==> config.mk <==
export PLATFORM = sky130hd
export DESIGN_NAME = dmach_engine
export DESIGN_NICKNAME = d
export VERILOG_FILES = /design/src/rtl/dmach_pkg.sv /design/src/rtl/dmach_fetch.sv /design/src/rtl/dmach_check.sv /design/src/rtl/dmach_beat.sv /design/src/rtl/dmach_engine.sv
export SDC_FILE = /design/constraint.sdc
export NUM_CORES = 1
export LEC_CHECK = 0
export BUFFER_PORTS_ARGS = -buffer_cell sky130_fd_sc_hd__buf_2
export CORE_UTILIZATION = 48
export DETAILED_ROUTE_END_ITERATION = 7
export GPL_TIMING_DRIVEN = 0
export PLACE_DENSITY_LB_ADDON = 0.05
export SYNTH_ARGS = -nofsm -noshare
export SYNTH_HDL_FRONTEND = slang
export SYNTH_SLANG_ARGS = --single-unit
==> constraint.sdc <==
create_clock -name clk -period 2.55 [get_ports clk]
set_input_delay 0.255 -clock clk [delete_from_list [all_inputs] [get_ports clk]]
set_output_delay 0.255 -clock clk [all_outputs]
set_load 0.02 [all_outputs]
==> src/rtl/dmach_pkg.sv <==
package dmach_pkg;

   typedef enum logic [1:0] {
      ST_IDLE  = 2'd0,
      ST_FETCH = 2'd1,
      ST_WAIT  = 2'd2,
      ST_MOVE  = 2'd3
   } chan_st_e;

   localparam logic [1:0] MODE_OFF    = 2'd0;
   localparam logic [1:0] MODE_CHAIN  = 2'd1;
   localparam logic [1:0] MODE_SINGLE = 2'd2;

   localparam logic [1:0] WCODE_4B = 2'd0;
   localparam logic [1:0] WCODE_BAD = 2'd1;
   localparam logic [1:0] WCODE_2B = 2'd2;
   localparam logic [1:0] WCODE_1B = 2'd3;

   localparam int WCODE_LSB = 12;

   localparam logic [1:0] WORD_DEV  = 2'd0;
   localparam logic [1:0] WORD_MEM  = 2'd1;
   localparam logic [1:0] WORD_SIZE = 2'd2;
   localparam logic [1:0] WORD_LINK = 2'd3;

endpackage

==> src/rtl/dmach_fetch.sv <==
module dmach_fetch #(
   parameter int ADDR_W = 32
) (
   input  logic              clk,
   input  logic              rst_n,
   input  logic              start_i,
   input  logic              abort_i,
   input  logic [ADDR_W-1:0] base_i,
   output logic              rd_req_o,
   output logic [ADDR_W-1:0] rd_addr_o,
   input  logic              rd_valid_i,
   output logic              word_we_o,
   output logic [1:0]        word_idx_o,
   output logic              done_o
);
   localparam logic [1:0] LAST_IDX = 2'd3;

   logic              busy_q;
   logic [1:0]        idx_q;
   logic [ADDR_W-1:0] base_q;

   always_ff @(posedge clk) begin
      if (!rst_n) begin
         busy_q <= 1'b0;
         idx_q  <= '0;
         base_q <= '0;
      end else if (abort_i) begin
         busy_q <= 1'b0;
         idx_q  <= '0;
      end else if (start_i) begin
         busy_q <= 1'b1;
         idx_q  <= '0;
         base_q <= base_i;
      end else if (busy_q && rd_valid_i) begin
         idx_q <= idx_q + 2'd1;
         if (idx_q == LAST_IDX) busy_q <= 1'b0;
      end
   end

   assign rd_req_o   = busy_q;
   assign rd_addr_o  = base_q + ADDR_W'({idx_q, 2'b00});
   assign word_we_o  = busy_q && rd_valid_i;
   assign word_idx_o = idx_q;
   assign done_o     = word_we_o && (idx_q == LAST_IDX);

endmodule

==> src/rtl/dmach_check.sv <==
module dmach_check #(
   parameter int CNT_W      = 11,
   parameter int MAX_NARROW = 'h3FF,
   parameter int MAX_WIDE   = 'h7FF
) (
   input  logic [1:0]       wcode_i,
   input  logic [CNT_W-1:0] count_i,
   output logic [1:0]       lg_o,
   output logic             bad_o
);
   import dmach_pkg::*;

   localparam int CNT_FULL = (1 << CNT_W) - 1;

   logic code_bad;
   logic narrow;
   logic narrow_over;
   logic wide_over;

   always_comb begin
      code_bad = 1'b0;
      narrow   = 1'b1;
      unique case (wcode_i)
         WCODE_1B: lg_o = 2'd0;
         WCODE_2B: lg_o = 2'd1;
         WCODE_4B: begin
            lg_o   = 2'd2;
            narrow = 1'b0;
         end
         default: begin
            lg_o     = 2'd0;
            code_bad = 1'b1;
         end
      endcase
   end

   assign narrow_over = narrow && (count_i > CNT_W'(MAX_NARROW));

   generate
      if (MAX_WIDE >= CNT_FULL) begin : g_wide_free
         assign wide_over = 1'b0;
      end else begin : g_wide_limit
         assign wide_over = !narrow && (count_i > CNT_W'(MAX_WIDE));
      end
   endgenerate

   assign bad_o = code_bad || narrow_over || wide_over;

endmodule

==> src/rtl/dmach_beat.sv <==
module dmach_beat #(
   parameter int ADDR_W = 32,
   parameter int CNT_W  = 11
) (
   input  logic              clk,
   input  logic              rst_n,
   input  logic              load_i,
   input  logic [ADDR_W-1:0] base_i,
   input  logic [CNT_W-1:0]  count_i,
   input  logic [1:0]        lg_i,
   input  logic              step_i,
   output logic [ADDR_W-1:0] addr_o,
   output logic [1:0]        lg_o,
   output logic              last_o
);
   logic [ADDR_W-1:0] addr_q;
   logic [CNT_W-1:0]  left_q;
   logic [1:0]        lg_q;
   logic [ADDR_W-1:0] stride;

   assign stride = ADDR_W'(1) << lg_q;

   always_ff @(posedge clk) begin
      if (!rst_n) begin
         addr_q <= '0;
         left_q <= '0;
         lg_q   <= '0;
      end else if (load_i) begin
         addr_q <= base_i;
         left_q <= count_i;
         lg_q   <= lg_i;
      end else if (step_i) begin
         addr_q <= addr_q + stride;
         left_q <= left_q - CNT_W'(1);
      end
   end

   assign addr_o = addr_q;
   assign lg_o   = lg_q;
   assign last_o = (left_q == CNT_W'(1));

endmodule

==> src/rtl/dmach_engine.sv <==
module dmach_engine #(
   parameter int ADDR_W     = 32,
   parameter int CNT_W      = 11,
   parameter int MAX_NARROW = 'h3FF,
   parameter int MAX_WIDE   = 'h7FF
) (
   input  logic              clk,
   input  logic              rst_n,
   input  logic              ctl_wr_i,
   input  logic [1:0]        ctl_mode_i,
   input  logic              ctl_m2d_i,
   input  logic [ADDR_W-1:0] reg_dev_i,
   input  logic [ADDR_W-1:0] reg_mem_i,
   input  logic [ADDR_W-1:0] reg_size_i,
   input  logic [ADDR_W-1:0] reg_next_i,
   output logic              rd_req_o,
   output logic [ADDR_W-1:0] rd_addr_o,
   input  logic              rd_valid_i,
   input  logic [ADDR_W-1:0] rd_data_i,
   output logic              beat_valid_o,
   input  logic              beat_ready_i,
   output logic [ADDR_W-1:0] beat_mem_addr_o,
   output logic [ADDR_W-1:0] beat_dev_addr_o,
   output logic [1:0]        beat_lg_o,
   output logic              beat_m2d_o,
   output logic [1:0]        status_o,
   output logic              done_o,
   output logic              err_o
);
   import dmach_pkg::*;

   localparam int WC_HI = WCODE_LSB + 1;

   generate
      if (ADDR_W < WC_HI + 1) begin : g_bad_addr_w
         $error("ADDR_W too narrow for the size word fields");
      end
      if (CNT_W > WCODE_LSB) begin : g_bad_cnt_w
         $error("CNT_W overlaps the width code");
      end
      if (MAX_NARROW > MAX_WIDE) begin : g_bad_limits
         $error("narrow limit above wide limit");
      end
   endgenerate

   chan_st_e          st_q;
   logic [ADDR_W-1:0] dev_q;
   logic [ADDR_W-1:0] mem_q;
   logic [ADDR_W-1:0] link_q;
   logic [1:0]        wcode_q;
   logic [CNT_W-1:0]  cnt_q;
   logic              m2d_q;
   logic              done_q;
   logic              err_q;

   logic              kill;
   logic              go_chain;
   logic              go_single;
   logic              fire;
   logic              last_beat;
   logic              chk_bad;
   logic [1:0]        chk_lg;
   logic              cnt_zero;
   logic              finish;
   logic              follow;
   logic              fetch_start;
   logic [ADDR_W-1:0] fetch_base;
   logic              word_we;
   logic [1:0]        word_idx;
   logic              fetch_done;
   logic              beat_load;
   logic              unused_bits;

   assign kill      = ctl_wr_i && (ctl_mode_i == MODE_OFF);
   assign go_chain  = (st_q == ST_IDLE) && ctl_wr_i && (ctl_mode_i == MODE_CHAIN);
   assign go_single = (st_q == ST_IDLE) && ctl_wr_i && (ctl_mode_i == MODE_SINGLE);
   assign fire      = (st_q == ST_MOVE) && beat_ready_i;
   assign cnt_zero  = (cnt_q == '0);

   assign finish = !kill &&
                   (((st_q == ST_WAIT) && !chk_bad && cnt_zero) || (fire && last_beat));
   assign follow      = finish && link_q[1];
   assign fetch_start = go_chain || follow;
   assign fetch_base  = go_chain ? {reg_next_i[ADDR_W-1:2], 2'b00}
                                 : {link_q[ADDR_W-1:2], 2'b00};
   assign beat_load   = (st_q == ST_WAIT) && !chk_bad && !kill;

   assign unused_bits = ^{reg_size_i, rd_data_i};

   dmach_fetch #(.ADDR_W(ADDR_W)) u_fetch (
      .clk        (clk),
      .rst_n      (rst_n),
      .start_i    (fetch_start),
      .abort_i    (kill),
      .base_i     (fetch_base),
      .rd_req_o   (rd_req_o),
      .rd_addr_o  (rd_addr_o),
      .rd_valid_i (rd_valid_i),
      .word_we_o  (word_we),
      .word_idx_o (word_idx),
      .done_o     (fetch_done)
   );

   dmach_check #(
      .CNT_W      (CNT_W),
      .MAX_NARROW (MAX_NARROW),
      .MAX_WIDE   (MAX_WIDE)
   ) u_check (
      .wcode_i (wcode_q),
      .count_i (cnt_q),
      .lg_o    (chk_lg),
      .bad_o   (chk_bad)
   );

   dmach_beat #(.ADDR_W(ADDR_W), .CNT_W(CNT_W)) u_beat (
      .clk     (clk),
      .rst_n   (rst_n),
      .load_i  (beat_load),
      .base_i  (mem_q),
      .count_i (cnt_q),
      .lg_i    (chk_lg),
      .step_i  (fire),
      .addr_o  (beat_mem_addr_o),
      .lg_o    (beat_lg_o),
      .last_o  (last_beat)
   );

   always_ff @(posedge clk) begin
      if (!rst_n) begin
         dev_q   <= '0;
         mem_q   <= '0;
         link_q  <= '0;
         wcode_q <= '0;
         cnt_q   <= '0;
         m2d_q   <= 1'b0;
         done_q  <= 1'b0;
         err_q   <= 1'b0;
      end else begin
         done_q <= finish && link_q[0];
         err_q  <= !kill && (st_q == ST_WAIT) && chk_bad;
         if (go_chain || go_single) m2d_q <= ctl_m2d_i;
         if (go_single) begin
            dev_q   <= reg_dev_i;
            mem_q   <= reg_mem_i;
            wcode_q <= reg_size_i[WC_HI:WCODE_LSB];
            cnt_q   <= reg_size_i[CNT_W-1:0];
            link_q  <= reg_next_i;
         end else if (word_we) begin
            unique case (word_idx)
               WORD_DEV:  dev_q <= rd_data_i;
               WORD_MEM:  mem_q <= rd_data_i;
               WORD_SIZE: begin
                  wcode_q <= rd_data_i[WC_HI:WCODE_LSB];
                  cnt_q   <= rd_data_i[CNT_W-1:0];
               end
               default:   link_q <= rd_data_i;
            endcase
         end
      end
   end

   always_ff @(posedge clk) begin
      if (!rst_n) begin
         st_q <= ST_IDLE;
      end else if (kill) begin
         st_q <= ST_IDLE;
      end else begin
         unique case (st_q)
            ST_IDLE: begin
               if (go_chain)       st_q <= ST_FETCH;
               else if (go_single) st_q <= ST_WAIT;
            end
            ST_FETCH: if (fetch_done) st_q <= ST_WAIT;
            ST_WAIT: begin
               if (chk_bad)       st_q <= ST_IDLE;
               else if (cnt_zero) st_q <= link_q[1] ? ST_FETCH : ST_IDLE;
               else               st_q <= ST_MOVE;
            end
            default: begin
               if (fire && last_beat) st_q <= link_q[1] ? ST_FETCH : ST_IDLE;
            end
         endcase
      end
   end

   assign beat_valid_o    = (st_q == ST_MOVE);
   assign beat_dev_addr_o = dev_q;
   assign beat_m2d_o      = m2d_q;
   assign status_o        = st_q;
   assign done_o          = done_q;
   assign err_o           = err_q;

endmodule

==> results of run 1 <==
power by group through the flow:
stage	Clock (mW)	Sequential [mW]	Combinational (mW)
after CTS	2.94	3.28	1.03
after detailed placement	0	3.35	1.02
final	2.93	3.29	1.05
after global placement	0	3.35	1.01
after global routing	3.06	3.30	1.13
after floorplan	0	3.38	0.537
synth_stat cells (3+ instances only):
cell type,n,area [um^2]
clkbuf_1,64,240.2
ha_1,12,150.1
o31a_1,4,35.03
a22oi_1,4,30.03
buf_4,8,60.06
or4_1,4,30.03
nor4_1,6,37.54
nand4_1,25,156.4
xnor2_1,23,201.4
mux2i_1,109,1091
or2_2,3,18.77
a311oi_1,35,306.5
o21ai_0,15,75.07
and4_1,6,52.55
nand2_1,125,469.2
a211oi_1,116,870.8
or3_1,11,68.82
dfxtp_1,192,3844
xor2_1,13,113.9
nor2b_1,4,25.02
a21oi_1,27,135.1
nor3b_1,3,22.52
nand2b_1,4,25.02
and2_1,6,37.54
buf_2,15,75.07
inv_1,17,63.81
a221oi_1,5,43.79
o211ai_1,9,67.56
nor3_1,46,230.2
nor2_1,147,551.8
buf_1,9,33.78
a31oi_1,12,75.07
nand3_1,38,190.2
mux2_2,3,33.78
and3_1,14,87.58
per-layer routing:
metal | wire length [um] | part of all wire | up-vias
met5 | 34 | 0.00094 | -
met4 | 1232 | 0.034 | 6
met3 | 2874 | 0.079 | 78
met2 | 16370 | 0.45 | 462
met1 | 15800 | 0.44 | 4985
li1 | - | - | 4869
placed cells by master (no fill, tap or decap), types with 17 or more instances in the layout:
cell type and count:
buf_2 255, dfxtp_1 183, nor2_1 143, nand2_1 123, a211oi_1 115, mux2i_1 109, clkbuf_1 58, nor3_1 42
buf_4 37, nand3_1 36, a311oi_1 35, a21oi_1 27, nand4_1 25, xnor2_1 22, clkbuf_16 17
worst max-delay path, delay by kind of cell, from the launching register on:
family        cells  cell delay, ns
flops             1            0.37
fa+ha+maj         2            0.49
simple gates      4            0.79
xor+xnor          1            0.15
buf+inv           2            0.20
path summary, 6_finish.rpt:
check,from,slack (ns),endpoint,cells past startpoint
worst max register to register,u_beat.lg_o[0],0.07,u_beat.addr_o[22],10
worst max-delay path,u_fetch.base_q[2],-0.15,rd_addr_o[28],9
worst min register to register,mem_q[18],0.47,u_beat.addr_o[18],2
worst min-delay path,ctl_m2d_i,0.06,beat_m2d_o,3
area by class of cell:
cell class                 instances  share of cell area
antenna                            4           0.0007948
clock inverter                    12             0.01451
multi-input combinational        864              0.4603
sequential                       192              0.3067
clock buffer                      20             0.03626
tap                              270             0.02683
buffer                            96             0.03368
timing repair buffer             272              0.1155
inverter                          18            0.005365
cells by family after synthesis:
kind of cell    count (synthesis)
simple gates                  450
compound gates                249
flops                         192
buf+inv                       114
mux                           113
xor+xnor                       36
fa+ha+maj                      14
other cells                     1
state kept, by name (all words and copies together) (netlist names), 11 cells and up:
| name | flops |
|---|---|
| u_beat.left_q | 11 |
| beat_dev_addr_o | 32 |
| link_q | 32 |
| u_fetch.base_q | 30 |
| mem_q | 32 |
| cnt_q | 11 |
| u_beat.addr_o | 32 |
timing repair:
item | CTS | global route
setup endpoints to repair | 36 | 103
pin swaps | 13 | 12
setup buffers | 12 | 11
cloned | 0 | 0
resized for setup | 36 | 44
==> impl_metrics.toml, run 1 <==
[run_status]
status = "finished with violations"
violations = "setup timing"

[place]
dp_cells = 1690
dp_slack_ns = -0.3137
port_buffers = 250
dp_hpwl_um = 27360
placed_area_mm2 = 0.01153
gp_congestion = 0.8961

[synth]
synthMuxAreaShare = 0.1152
synth-seq-cells = 192
synthAdderAreaFrac = 0.01922
synthSimpleGateAreaFrac = 0.2104
synth_area_per_cell_um2 = 8.466
async_reset_ff_frac = 0
synth_compound_area_frac = 0.1865
synth-warning-count = 0
ys_seq_area_frac = 0.3884
syn_area_mm2 = 0.009897
synth-main-ff-cell = "dfxtp_1"
synthCells = 1169
synth_edf_count = 0
synthXorXnorAreaFrac = 0.03186
synth_top_family_by_area = "simple AND/OR/NAND/NOR gates"
synth.distinct_cells = 63

[route]
dr.pass1.iters = 7
ant_nets = 0
wl_um = 36310
drt_iter0_markers = 845
via_count = 10400
drc = 0
wl_per_cell_um = 20.77
vias_per_cell = 5.950

[power_and_ir_drop]
sw_frac_of_total = 0.2771
p_int_mw = 5.254
seqPwrFrac = 0.452
peakVddDrop_v = 0.0004280
clockPowerShare = 0.403
power_mw = 7.268
p_switching_mw = 2.014
p_leak_nw = 5.710
p_per_area_mw_per_mm2 = 577.2
combPwrFrac = 0.145

[layout]
stdcell_area_mm2 = 0.01259
area_growth_pct = 27.24
drive_gt1_frac = 0.2605
instances_no_fill = 1748
n_fill_cell = 1841
multi_input_area_mm2 = 0.005797
utilization = 0.6224
nets = 1643
seq_area_mm2 = 0.003862

[timing]
setup-tns-final_ns = -0.8606
max_freq_mhz = 370.1
finalCriticalPeriod_ns = 2.702
fin_ws_ns = -0.1517
whs_ns = 0.05559
worst_slew_margin_rel = 0.3532
finalSetupViolCount = 7
drv_slew = 0
worst_pin_slew_ns = 0.9701
period_share = 1.059
fin_skew_ns = 0.008055
finalHoldViolCount = 0
grt_setup_unrepaired = "true"

[clock_tree]
clk_latency_ns = 0.44
numClockSinks = 192
clockBufferDepth = 2
htree_num_levels = 4
hold_buffers = 0
cts-root-buf = "clkbuf_16"
cts_buffers = 17
cts_tree = "built"
clkTransAtPathRegs_ns = 0.07

[worst_setup_path]
end_kind = "primary output"
arrival_ns = 2.45
critPathLaunchType = "flop"
cp_max_fo = 5
max_stage_delay_ns = 0.37
cp_slowest_cell = "dfxtp_4"
crit_required_ns = 2.30
path_class = "flop to primary output"
path_cells = "ha_4 > inv_2 > fa_2 > nor2b_4 > nand4_1 > or2_4 > nor3_4 > xnor2_1 > buf_4"

[grt]
use_met3 = 0.07241
grt_max_degree = 17
grtUsageMet1 = 0.4535
grt.total_usage = 0.3384
antenna_found_initial = 9
grt_pass1_wl_um = 55080
grt_util_met2 = 0.5262
grt_overflow = 0
grt_pass1_vias = 9687
top_usage_layer = "met2"

[floorplan]
die_h_um = 145.6
io_pins = 273
rows = 52
die-area_mm2 = 0.02120
initial_core_util = 0.4891
core-area_mm2 = 0.02023
die_w_um = 145.6

[job]
maxCapViolCount = 0

[hold_path]
hold_path.class = "input pin to flop"
Note: power is estimated with default switching activity, not from simulation.
==> inputs of run 2 (changes only) <==
==> constraint.sdc (replaced) <==
create_clock -name clk -period 2.55 [get_ports clk]
set_input_delay 0.255 -clock clk [delete_from_list [all_inputs] [get_ports clk]]
set_output_delay 0.255 -clock clk [all_outputs]
set_load 0.005 [all_outputs]
==> run 2 against run 1 <==
Net effect:
- the flow still finishes with violations (setup timing)
- core utilization fell by 0.58 points
- largest cell class unchanged
- global-route usage rose by 0.42 points
- hold slack improved by 0.0041 ns
- count of clock-buffer cells in the layout fell by 1
- wire length rose by 0.48%
- clock power fell by 10%
- fmax rose by 0.40%
- combinational power fell by 9%
- first-iteration DRC count rose by 21%
- via count rose by 0.34%
- register-to-register slack got worse by 0.04 ns
==> impl_metrics.toml, run 2 (synthesized netlist as in run 1, its figures left out) <==
[timing]
finalCriticalPeriod_ns = 2.691
fin_ws_ns = -0.1408
period_share = 1.055
finalSetupViolCount = 7
max_freq_mhz = 371.6
fin_skew_ns = 0.01210
drv_slew = 0
worst_slew_margin_rel = 0.3260
worst_pin_slew_ns = 1.003
grt_setup_unrepaired = "true"
finalHoldViolCount = 0

[worst_setup_path]
max_stage_delay_ns = 0.37
cp_max_fo = 5
crit_required_ns = 2.30
path_class = "flop to primary output"
end_kind = "primary output"
regToRegSetupSlack_ns = 0.03
path_cells = "ha_4 > inv_2 > fa_2 > nor2b_4 > nand4_1 > or2_4 > nor2_2 > xor2_1 > buf_2"
cp_slowest_cell = "dfxtp_2"
arrival_ns = 2.44
crit_buf_inv = 2
critPathLaunchType = "flop"
cpLargestDelayFamily = "simple AND/OR/NAND/NOR gates"

[layout]
final_cell_mix = "buf_2 (265), dfxtp_1 (184), nor2_1 (140)"
layout_commonest_cell = "buf_2"
n_fill_cell = 1887
utilization = 0.6166
area_growth_pct = 26.06
drive_gt1_frac = 0.2608
nets = 1646

[route]
via_count = 10440
drt_iter0_markers = 1022
vias_per_cell = 5.953
drc = 0
dr.pass1.iters = 6
ant_nets = 0
wl_um = 36490
wl_per_cell_um = 20.81

[place]
gp_congestion = 0.9114
dp_slack_ns = -0.3833
dp_hpwl_um = 27320
port_buffers = 250

[power_and_ir_drop]
power_mw = 6.873
peakVddDrop_v = 0.0004460
p_per_area_mw_per_mm2 = 550.9
p_leak_nw = 5.682

[clock_tree]
cts_tree = "built"
clkTransAtPathRegs_ns = 0.07
clockBufferDepth = 2
clk_latency_ns = 0.45
cts-root-buf = "clkbuf_16"
numClockSinks = 192
htree_num_levels = 4
cts_buffers = 17

[grt]
grt.total_usage = 0.3426
antenna_found_initial = 7
grt_pass1_wl_um = 55710
grt_overflow = 0
grt_max_degree = 17
grt_pass1_vias = 9742

[floorplan]
die_h_um = 145.6
rows = 52
die-area_mm2 = 0.02120
die_w_um = 145.6
core-area_mm2 = 0.02023
io_pins = 273
initial_core_util = 0.4891

[run_status]
violations = "setup timing"
status = "finished with violations"

[hold_path]
hold_path.class = "input pin to flop"

[job]
maxCapViolCount = 0
[run 2: path summary, 6_finish.rpt]
| check | start | end | cells past startpoint |
|---|---|---|---|
| worst min-delay path | ctl_m2d_i | beat_m2d_o | 3 |
| worst max-delay path | u_fetch.base_q[2] | rd_addr_o[30] | 9 |
| worst min register to register | link_q[0] | done_o | 2 |
| worst max register to register | u_beat.lg_o[0] | u_beat.addr_o[20] | 11 |
[run 2: repair_timing]
| action | in CTS | in global routing |
|---|---|---|
| resized for setup | 36 | 28 |
| hold buffers | 0 | 0 |
| pin swaps | 9 | 10 |
| setup buffers | 14 | 11 |
| setup endpoints to repair | 31 | 133 |
[run 2: worst register-to-register path: cells and delay by family, from the launching register on]
family	cells	cell delay, ns
flip-flops	1	0.37
adder cells (fa/ha/maj)	2	0.48
buffers and inverters	3	0.41
AND/OR/NAND/NOR	3	0.44
AO/OA/AOI/OAI	3	0.75
[run 2: final cells by class]
| type | count | area (um^2) | area share |
|---|---|---|---|
| sequential | 192 | 3856 | 0.3091 |
| clock inverter | 12 | 111.4 | 0.008926 |
| tap | 270 | 337.8 | 0.02708 |
| buffer | 96 | 421.7 | 0.03380 |
| timing repair buffer | 275 | 1443 | 0.1156 |
| inverter | 18 | 67.56 | 0.005416 |
| multi-input combinational | 864 | 5768 | 0.4623 |
| clock buffer | 19 | 452.9 | 0.03631 |
| antenna | 7 | 17.52 | 0.001404 |
[run 2: where the power goes]
| group | leakage [nW] | switching [mW] | total, mW | internal [mW] |
|---|---|---|---|---|
| Clock | 0.271 | 1.23 | 2.63 | 1.40 |
| Sequential | 1.57 | 0.135 | 3.29 | 3.16 |
| Combinational | 3.84 | 0.564 | 0.954 | 0.390 |
[run 2: layer usage]
| metal | up-vias | track usage | share of wire |
|---|---|---|---|
| li1 | 4878 | - | - |
| met1 | 4942 | 0.4632 | 0.43 |
| met2 | 534 | 0.5433 | 0.45 |
| met3 | 79 | 0.06207 | 0.092 |
| met4 | 2 | 0.1321 | 0.031 |
| met5 | - | 0 | 0.00027 |
[run 2: metrics by stage]
stage,std cells,TNS (ns),instance area (um^2),hold WS [ns]
floorplan,1170,0,9901,0.3955
global placement,1690,-3.356,11490,0.4474
detailed placement,1690,-3.538,11490,0.4494
CTS,1735,-0.5091,12300,0.05382
global route,1748,-1.509,12460,0.07816
finish,1753,-0.5970,12480,0.05966
==> inputs of run 3 (changes only) <==
==> constraint.sdc (replaced) <==
create_clock -name clk -period 2.55 [get_ports clk]
set_input_delay 0.3825 -clock clk [delete_from_list [all_inputs] [get_ports clk]]
set_output_delay 0.3825 -clock clk [all_outputs]
set_load 0.005 [all_outputs]
==> run 3 against run 2 <==
Net effect:
- final area up 0.34%
- non-clock buffer count down 3
- power up 0.28%
- hold slack better by 0.13 ns
- the flow still finishes with violations (setup timing)
- largest cell class unchanged
==> impl_metrics.toml, run 3 (synthesized netlist as in run 1, its figures left out) <==
[run_status]
status = "finished with violations"
violations = "setup timing"

[worst_setup_path]
regToRegSetupSlack_ns = 0.03
crit_end = "rd_addr_o[30]"
r2r_cells = 9
cp-startpoint = "u_fetch.base_q[2]"
end_kind = "primary output"
cpLargestDelayFamily = "simple AND/OR/NAND/NOR gates"
crit_buf_inv = 2
crit_required_ns = 2.17
path_class = "flop to primary output"
cp_slowest_cell = "dfxtp_2"
critical_path_depth = 9
r2r_start = "u_beat.lg_o[1]"
r2r_end = "u_beat.addr_o[22]"
arrival_ns = 2.48
path_cells = "ha_4 > inv_2 > fa_2 > nor2b_4 > nand4_1 > or2_4 > nor2_2 > xor2_1 > buf_2"
cp_max_fo = 5
critPathLaunchType = "flop"
max_stage_delay_ns = 0.37

[grt]
grt_max_degree = 17
grt_overflow = 0
grt.total_usage = 0.3439
grt_pass1_vias = 9789
grt_pass1_wl_um = 55920
antenna_found_initial = 8

[route]
wl_per_cell_um = 20.98
dr.pass1.iters = 5
wl_um = 36700
drt_iter0_markers = 1055
via_count = 10500
ant_nets = 0
vias_per_cell = 6.001
drc = 0

[floorplan]
initial_core_util = 0.4891
core-area_mm2 = 0.02023
die_h_um = 145.6
die_w_um = 145.6
die-area_mm2 = 0.02120
rows = 52
io_pins = 273

[timing]
grt_setup_unrepaired = "true"
setup-tns-final_ns = -2.133
finalCriticalPeriod_ns = 2.866
fin_ws_ns = -0.3163
period_share = 1.124
max_freq_mhz = 348.9
fin_skew_ns = 0.01396
worst_slew_margin_rel = 0.2961
drv_slew = 0
finalSetupViolCount = 11
finalHoldViolCount = 0
worst_pin_slew_ns = 1.048

[place]
gp_congestion = 0.9114
dp_cells = 1690
dp_slack_ns = -0.4548
port_buffers = 250
dp_hpwl_um = 27320

[clock_tree]
clockBufferDepth = 2
cts_tree = "built"
hold_buffers = 0
clk_latency_ns = 0.45
cts_buffers = 17
htree_num_levels = 4
numClockSinks = 192
cts-root-buf = "clkbuf_16"
clkTransAtPathRegs_ns = 0.07

[job]
maxCapViolCount = 0

[layout]
utilization = 0.6187
n_fill_cell = 1891
instances_no_fill = 1749
area_growth_pct = 26.49
layout_commonest_cell = "buf_2"
drive_gt1_frac = 0.2668
final_cell_mix = "buf_2 (265), dfxtp_1 (182), nor2_1 (140)"
nets = 1643

[power_and_ir_drop]
p_leak_nw = 5.715
p_per_area_mw_per_mm2 = 550.5
peakVddDrop_v = 0.0004484

[hold_path]
hold_path.class = "input pin to flop"
-- run 3: layer usage --
layer  GRT usage  share of wire
met3     0.06552          0.086
met2      0.5450           0.45
met4      0.1321          0.032
met5           0        0.00049
met1      0.4635           0.44
-- run 3: area by class of cell --
type,instances,area (um^2),share of cell area
clock buffer,19,452.9,0.03618
multi-input combinational,864,5822,0.4651
clock inverter,12,111.4,0.008896
buffer,96,424.2,0.03388
inverter,18,67.56,0.005397
antenna,6,15.01,0.001199
tap,270,337.8,0.02699
timing repair buffer,272,1424,0.1137
sequential,192,3864,0.3086
-- run 3: worst min-delay path by stage --
| stage | cells after the start | to | start | slack, ns |
|---|---|---|---|---|
| 2_1_floorplan | 2 | done_o | link_q[0] | 0.42 |
| 4_1_cts | 3 | beat_m2d_o | ctl_m2d_i | 0.18 |
| 5_1_grt | 3 | mem_q[13] | reg_mem_i[13] | 0.21 |
| 3_5_place_dp | 2 | done_o | link_q[0] | 0.45 |
| 3_3_place_gp | 2 | done_o | link_q[0] | 0.45 |
| 6_report | 3 | beat_m2d_o | ctl_m2d_i | 0.19 |
-- run 3: timing repair --
action                                  in CTS  in global routing
resized for setup                           43                 37
pin swaps                                    9                 17
endpoints found under the setup margin      34                135
buffers inserted                            13                  9
gates cloned                                 0                  0
-- run 3: worst reg2reg max path, delay by kind of cell, from the launching register on --
kind | cells | cell delay, ns
AND/OR/NAND/NOR | 4 | 0.91
flip-flops | 1 | 0.37
buffers and inverters | 1 | 0.04
adder cells (fa/ha/maj) | 2 | 0.53
AO/OA/AOI/OAI | 2 | 0.60
-- run 3: power breakdown --
part | switching (mW) | internal [mW]
clock network | 1.25 | 1.40
registers | 0.137 | 3.15
logic | 0.566 | 0.392
-- run 3: per-stage QoR --
step / hold WS (ns) / cell area [um^2] / power (mW)
6_report: 0.1857 / 12520 / 6.892
5_1_grt: 0.2057 / 12510 / 7.097
4_1_cts: 0.1813 / 12330 / 6.859
3_5_place_dp: 0.4494 / 11490 / 4.273
3_3_place_gp: 0.4474 / 11490 / 4.264
2_1_floorplan: 0.4240 / 9901 / 3.818
